File: src/rtl/cfg_seq_pkg.sv
package cfg_seq_pkg;
  localparam int unsigned ADDR_W  = 32;
  localparam int unsigned MINOR_W = 7;
  localparam int unsigned COL_W   = 10;
  localparam int unsigned ROW_W   = 5;

  typedef struct packed {
    logic [5:0]         rsvd;
    logic [2:0]         bus;
    logic               half;
    logic [ROW_W-1:0]   row;
    logic [COL_W-1:0]   col;
    logic [MINOR_W-1:0] minor;
  } frame_addr_t;
endpackage

File: src/rtl/cfg_word_ctr.sv
module cfg_word_ctr #(
  parameter int unsigned WORDS = 101,
  localparam int unsigned CW = (WORDS > 1) ? $clog2(WORDS) : 1
) (
  input  logic clk_i,
  input  logic rst_ni,
  input  logic clr_i,
  input  logic vld_i,
  output logic frame_end_o
);
  logic [CW-1:0] cnt_q;
  logic          at_last;

  assign at_last     = (cnt_q == CW'(WORDS - 1));
  assign frame_end_o = vld_i && !clr_i && at_last;

  always_ff @(posedge clk_i or negedge rst_ni) begin
    if (!rst_ni)     cnt_q <= '0;
    else if (clr_i)  cnt_q <= '0;
    else if (vld_i)  cnt_q <= at_last ? '0 : cnt_q + 1'b1;
  end
endmodule

File: src/rtl/cfg_pad_ctl.sv
module cfg_pad_ctl #(
  parameter int unsigned PAD_FRAMES = 2,
  parameter int unsigned DW = 32,
  localparam int unsigned PW = (PAD_FRAMES > 1) ? $clog2(PAD_FRAMES) : 1
) (
  input  logic          clk_i,
  input  logic          rst_ni,
  input  logic          clr_i,
  input  logic          enter_i,
  input  logic          frame_end_i,
  input  logic          vld_i,
  input  logic [DW-1:0] word_i,
  output logic          pad_o,
  output logic          exit_o,
  output logic          err_o
);
  logic          pad_q;
  logic [PW-1:0] pcnt_q;
  logic          err_q;

  assign pad_o  = pad_q;
  assign err_o  = err_q;
  assign exit_o = pad_q && frame_end_i && (pcnt_q == PW'(PAD_FRAMES - 1));

  always_ff @(posedge clk_i or negedge rst_ni) begin
    if (!rst_ni) begin
      pad_q  <= 1'b0;
      pcnt_q <= '0;
      err_q  <= 1'b0;
    end else begin
      err_q <= vld_i && !clr_i && pad_q && (word_i != '0);
      if (clr_i) begin
        pad_q  <= 1'b0;
        pcnt_q <= '0;
      end else if (enter_i) begin
        pad_q  <= 1'b1;
        pcnt_q <= '0;
      end else if (exit_o) begin
        pad_q  <= 1'b0;
        pcnt_q <= '0;
      end else if (pad_q && frame_end_i) begin
        pcnt_q <= pcnt_q + 1'b1;
      end
    end
  end
endmodule

File: src/rtl/cfg_addr_adv.sv
module cfg_addr_adv
  import cfg_seq_pkg::*;
#(
  parameter int unsigned LAST_COL = 3
) (
  input  logic               clk_i,
  input  logic               rst_ni,
  input  logic               load_i,
  input  logic [ADDR_W-1:0]  load_addr_i,
  input  logic               frame_end_i,
  input  logic               autoinc_dis_i,
  input  logic [MINOR_W-1:0] frame_cnt_i,
  input  logic               pad_i,
  input  logic               pad_exit_i,
  output logic [ADDR_W-1:0]  addr_o,
  output logic               enter_pad_o
);
  frame_addr_t addr_q, addr_d;
  logic        minor_wrap;

  // count of 0 behaves like 1; minor beyond count also wraps
  assign minor_wrap = ({1'b0, addr_q.minor} + 1'b1) >= {1'b0, frame_cnt_i};

  always_comb begin
    addr_d      = addr_q;
    enter_pad_o = 1'b0;
    if (load_i) begin
      addr_d = frame_addr_t'(load_addr_i);
    end else if (frame_end_i) begin
      if (pad_exit_i) begin
        addr_d.row   = addr_q.row + 1'b1;
        addr_d.col   = '0;
        addr_d.minor = '0;
      end else if (!pad_i && !autoinc_dis_i) begin
        if (minor_wrap) begin
          addr_d.minor = '0;
          if (addr_q.col == COL_W'(LAST_COL)) enter_pad_o = 1'b1;
          else                                addr_d.col = addr_q.col + 1'b1;
        end else begin
          addr_d.minor = addr_q.minor + 1'b1;
        end
      end
    end
  end

  always_ff @(posedge clk_i or negedge rst_ni) begin
    if (!rst_ni) addr_q <= '0;
    else         addr_q <= addr_d;
  end

  assign addr_o = addr_q;
endmodule

File: src/rtl/cfg_frame_seq.sv
module cfg_frame_seq
  import cfg_seq_pkg::*;
#(
  parameter int unsigned WORDS_PER_FRAME = 101,
  parameter int unsigned PAD_FRAMES      = 2,
  parameter int unsigned LAST_COL        = 3
) (
  input  logic               clk_i,
  input  logic               rst_ni,
  input  logic               load_i,
  input  logic [ADDR_W-1:0]  load_addr_i,
  input  logic               word_vld_i,
  input  logic [31:0]        word_i,
  input  logic               autoinc_dis_i,
  input  logic [MINOR_W-1:0] frame_cnt_i,
  output logic [ADDR_W-1:0]  cur_addr_o,
  output logic               frame_done_o,
  output logic               pad_o,
  output logic               pad_err_o
);
  logic acc_vld, frame_end, enter_pad, pad_exit, pad_act, done_q;

  assign acc_vld = word_vld_i && !load_i;

  cfg_word_ctr #(.WORDS(WORDS_PER_FRAME)) u_wctr (
    .clk_i(clk_i), .rst_ni(rst_ni), .clr_i(load_i), .vld_i(acc_vld),
    .frame_end_o(frame_end)
  );

  cfg_pad_ctl #(.PAD_FRAMES(PAD_FRAMES), .DW(32)) u_pad (
    .clk_i(clk_i), .rst_ni(rst_ni), .clr_i(load_i), .enter_i(enter_pad),
    .frame_end_i(frame_end), .vld_i(acc_vld), .word_i(word_i),
    .pad_o(pad_act), .exit_o(pad_exit), .err_o(pad_err_o)
  );

  cfg_addr_adv #(.LAST_COL(LAST_COL)) u_adv (
    .clk_i(clk_i), .rst_ni(rst_ni), .load_i(load_i), .load_addr_i(load_addr_i),
    .frame_end_i(frame_end), .autoinc_dis_i(autoinc_dis_i),
    .frame_cnt_i(frame_cnt_i), .pad_i(pad_act), .pad_exit_i(pad_exit),
    .addr_o(cur_addr_o), .enter_pad_o(enter_pad)
  );

  always_ff @(posedge clk_i or negedge rst_ni) begin
    if (!rst_ni) done_q <= 1'b0;
    else         done_q <= frame_end;
  end

  assign frame_done_o = done_q;
  assign pad_o        = pad_act;
endmodule

File: config.mk
export PLATFORM = sky130hd
export DESIGN_NAME = cfg_frame_seq
export DESIGN_NICKNAME = d
export VERILOG_FILES = /design/src/rtl/cfg_seq_pkg.sv /design/src/rtl/cfg_word_ctr.sv /design/src/rtl/cfg_pad_ctl.sv /design/src/rtl/cfg_addr_adv.sv /design/src/rtl/cfg_frame_seq.sv
export SDC_FILE = /design/constraint.sdc
export NUM_CORES = 1
export LEC_CHECK = 0
export ABC_AREA = 1
export ABC_CLOCK_PERIOD_IN_PS = 6400
export BUFFER_PORTS_ARGS = -buffer_cell sky130_fd_sc_hd__buf_2
export CORE_ASPECT_RATIO = 0.7
export CORE_MARGIN = 2
export CORE_UTILIZATION = 53
export DETAILED_ROUTE_END_ITERATION = 12
export PLACE_DENSITY = 0.91
export SETUP_SLACK_MARGIN = 0.02
export SKIP_LAST_GASP = 1
export SYNTH_ARGS = -nofsm -noshare
export SYNTH_HDL_FRONTEND = slang
export SYNTH_SLANG_ARGS = --single-unit
File: constraint.sdc
create_clock -name clk_i -period 6.4 [get_ports clk_i]
set_clock_uncertainty 0.05 [all_clocks]
set_input_delay 0.32 -clock clk_i [delete_from_list [all_inputs] [get_ports clk_i]]
set_output_delay 0.32 -clock clk_i [all_outputs]
set_load 0.01 [all_outputs]
Word level (Yosys, flattened, before mapping)
Cells that the tools add are included.
Operators by class
  add/sub/neg operators: 6
  order comparisons: 1
  equality and inequality tests: 3
  muxes and demuxes: 24
  reductions and logical operators: 22
Operators by type and width (number)
  2-to-1 mux 22 bit: 2
  2-to-1 mux 17 bit: 2
  nonzero test 32 bit: 1
  2-to-1 mux 7 bit: 4
  2-to-1 mux 10 bit: 2
  adder 7 x 1 -> 7 bit, second input constant: 2
  2-to-1 mux 1 bit: 13
  adder 10 x 1 -> 10 bit, second input constant: 1
  equality test 10 x 2 -> 1 bit, second input constant: 1
  nonzero test 3 bit: 3
  adder 7 x 1 -> 8 bit, second input constant: 1
  >= comparator 8 x 7 -> 1 bit: 1
  logical AND 1 bit: 8
  equality test 7 bit, second input constant: 1
  nonzero test 2 bit: 3
  adder 5 x 1 -> 5 bit, second input constant: 1
  2-to-1 mux 5 bit: 1
  AND reduction 2 bit: 2
  AND reduction 4 bit: 1
  nonzero test 4 bit: 1
  zero test 1 bit: 3
  != test 3 bit, second input constant: 1
  adder 1 bit, second input constant: 1
Word-level totals
  bits in registers: 43
  input port bits: 76
  output and inout bits: 35
  logic and storage cells: 67

Longest topological paths before layout
  depth after elaboration: 11
  gate-level depth with buffers: 16
  depth with buffers taken out: 16

Modules after synthesis
Synthesis repeated with hierarchy kept, for this count alone.
Unflattened totals
  cell total of the unflattened synthesis: 402
  area total of the unflattened synthesis: 2862.7 um2
By module, submodules not included
  cfg_addr_adv: times used 1, cells an instance 294, area each 2122.0 um2, seq. area each 800.8 um2
  cfg_word_ctr: times used 1, cells an instance 62, area each 461.7 um2, seq. area each 175.2 um2
  cfg_pad_ctl: times used 1, cells an instance 43, area each 244.0 um2, seq. area each 75.1 um2
  cfg_frame_seq: times used 1, cells an instance 3, area each 35.0 um2, seq. area each 25.0 um2

Least setup slack after synthesis
Ideal clock, no wire load.
  kind: register -> register
  start point: register u_adv.addr_q, in the netlist u_adv.addr_o[0]
  end point: register u_adv.addr_q, in the netlist u_adv.addr_o[14]
  setup time: 0.117 ns
  arrival: 2.109 ns
  required time: 6.233 ns
  setup slack: 4.124 ns
  cell stages (with the launch flop): 14
  buffers on the path: 1
  period minus slack after synthesis: 2.276 ns
  path through: dfrtp_1 ha_1 nand2_1 inv_1 nand3_1 xor2_1 inv_1 ha_1 and3_1 a21oi_2 nand2_2 buf_4 nand3_1 nand2_1
Between the ends
  cells in the longest elaborated chain, start to end: 4
Ends and longest elaborated chain
  start: declaration: RTL line cfg_addr_adv.sv:18  | frame_addr_t addr_q, addr_d;
  start signal: assignment: RTL line cfg_addr_adv.sv:48  | else addr_q <= addr_d;
  adder 7 x 1 -> 8 bit: RTL line cfg_addr_adv.sv:22  | assign minor_wrap = ({1'b0, addr_q.minor} + 1'b1) >= {1'b0, frame_cnt_i};
  >= comparator 8 x 7 -> 1 bit: RTL line cfg_addr_adv.sv:22
  nonzero test 3 bit (no source line)
  AND reduction 4 bit (no source line)
No other way between the ends.
A chain may end at the register's enable or synchronous reset.

Worst setup path after layout
  start point: register u_adv.addr_q, in the netlist u_adv.addr_o[0]
  end point: register u_adv.addr_q, in the netlist u_adv.addr_o[15]
Same word-level chain as after synthesis.

==> results.toml <==
[power_and_ir_drop]
ir_drop_mv = 0.172
pwr_density_cell_nw_per_um2 = 241
p_leak_nw = 2.00

[clock_network]
clk_pin_slew_ns = 0.08
cts_hold_buf = 0
numCtsBuffers = 5
cts_setup_buffers = 0
cts.sinks = 43
cts_tree = "done"
root_buffer = "clkbuf_8"
clkLatencyLatePin_ns = 0.30
htreeDepth = 2
ctsResizeCount = 0
clockBufferDepth = 2

[sta]
finalSetupViolations = 0
drv_slew = 0
holdWs_ns = 0.0990
fin_crit_sh_pct = 42.4
max_freq_mhz = 368
setup_slack_ns = 3.69
slew_headroom_pct = 36.0
tns_ns = 0
worstMarginPinSlew_ns = 0.960
final_hold_viol_count = 0
final.min_clock_period_ns = 2.71
rsz0062_at_grt = "no"

[grt]
grt_pass1_wl_microns = 12100
grt_max_degree = 44
grt_overflow = 0
antenna_found_initial = 0
grt_pass1_vias = 2698
track_usage_pct = 25.1

[setup_path]
path_class = "flop to flop"
cp.required_ns = 6.58
crit_arrival_ns = 2.90
r2r_cells = 14
cp-startpoint = "u_adv.addr_o[0]"
cp-start-kind = "flop"
endpoint_kind = "flop"
path_max_fanout = 11
timing.rr.start = "u_adv.addr_o[0]"

[final_layout]
diodes = 0
layout_commonest_cell = "nand2_1"
regArea_sq_um = 1080
multi_input_area_sq_um = 1480
fillers = 456
drive_gt1_share_pct = 25.8
synthToLayoutAreaGrowth_pct = 24.4
nets = 594
stdcell_count = 579
mostFrequentLayoutCells = "nand2_1, buf_2, inv_1, dfrtp_1, nand3_1"

[logic_synthesis]
ys_async_sr_fraction_pct = 100
yosysTopAreaCellShare_pct = 38.2
synth_edf_count = 0
syn_nets = 488
syn-mean-instance-area_sq_um = 7.04
ys.flop_type = "dfrtp_1"
ys_ff_latch = 43
synthTopCellsByArea = "dfrtp_1, nand2_1, nand3_1"
syn_area_sq_um = 2820
synth_cell_types = 34
synth_top_area_cell = "dfrtp_1"
ys_seq_area_share_pct = 38.2
postSynthCellCount = 400
synth_warnings = 0

[detailed_routing]
wl_per_cell_microns = 12.4
vias = 2946
routed_wirelength_microns = 7200
vias_per_cell = 5.09
drt_iter0_drc = 210
postRouteAntennaNets = 0
drc = 0
drt-pass1-iter-count = 4

[run_status]
outcome = "complete, no violations"

[floorplanning]
die_area_sq_um = 5920
rows = 22
fp.dieW_microns = 91.1
io_pins = 111
core_sq_um = 5170
fp.dieH_microns = 65.0
initial_utilization_pct = 54.4

[placement]
gp_congestion = 0.958
dp_hpwl_microns = 5600
port_buffers = 110
post-place-ws_ns = 3.82
dp.cells = 571

[hold_path]
min_path_type = "input port to asynchronous set/reset pin"

[job]
drv_cap = 0
==> state kept, by name, summed over array words and instances, names as in the netlist <==
| register | flops |
|---|---|
| u_pad.err_o | 1 |
| u_wctr.cnt_q | 7 |
| u_pad.pcnt_q | 1 |
| u_adv.addr_o | 32 |
| u_pad.pad_o | 1 |
| frame_done_o | 1 |
==> cell families (layout without fill, tap and decap cells) <==
group	count (synthesis)	in the layout	share of synthesized area [%]
xor+xnor	9	9	2.80
buf+inv	60	167	9.29
flops	43	43	38.2
compound gates	29	29	5.87
simple gates	247	247	38.5
fa+ha+maj	12	12	5.33
==> path summary, 6_finish.rpt <==
check	endpoint	slack, ns
min in group clk_i	u_adv.addr_o[30]	0.17
setup / recovery	u_adv.addr_o[15]	3.69
max in group asynchronous	u_adv.addr_o[19]	5.58
hold reg to reg	u_adv.addr_o[31]	0.42
hold / removal	u_adv.addr_o[6]	0.1
setup reg to reg	u_adv.addr_o[15]	3.69
==> cell type report <==
type | instances | area share, %
multi-input combinational | 297 | 42.2
sequential | 43 | 30.7
timing repair buffer | 110 | 15.7
inverter | 49 | 5.40
tap | 72 | 2.57
clock buffer | 6 | 2.36
clock inverter | 2 | 1.00
==> Yosys cell counts, types with 2 or more instances <==
cell type and count:
nor2_1 30, dfrtp_1 43, nand2_2 3, nand3_2 2, nor2_4 2, buf_4 2
nor3_1 4, ha_1 12, xnor2_1 2, buf_1 2, buf_6 3, nor4_1 8
a31oi_1 2, a21boi_0 2, nand4_1 5, nand3_1 39, o22ai_1 2, a21oi_1 10
o21ai_0 10, nand2_1 148, xor2_1 7, nand3b_1 2, clkbuf_1 3, inv_1 47
==> layer usage <==
| metal | track usage [%] | share of wire [%] |
|---|---|---|
| met4 | 5.68 | 0.76 |
| met1 | 34.2 | 46 |
| met5 | 0 | 0 |
| met2 | 41.5 | 46 |
| met3 | 5.47 | 8.0 |
==> per-stage QoR <==
stage                     util [%]  total power, mW  instance area (sq um)
final                         67.6            0.845                   3500
after global routing          67.6            0.897                   3500
after CTS                     67.6            0.844                   3500
after detailed placement      65.4            0.623                   3380
after global placement        65.4            0.612                   3380
after floorplan                  -            0.518                   2820
==> worst max-delay path, stage by stage, from the launching register on <==
cell and delay, ns:
dfrtp_1 0.42, inv_1 0.08, nor2_1 0.23, nand2_1 0.11
xnor2_1 0.22, ha_1 0.29, nand2_1 0.07, nand2_1 0.06
nand2_1 0.06, nand3_1 0.11, a21oi_2 0.32, nand2_2 0.23
nand2_2 0.23, nand2_1 0.08, nand2_1 0.08
==> report_power, final <==
part	total [mW]	internal (mW)	switching [mW]
clock network	0.223	0.126	0.0965
logic	0.264	0.106	0.158
registers	0.358	0.307	0.0515
No activity file was read; power rests on OpenSTA's default activity.
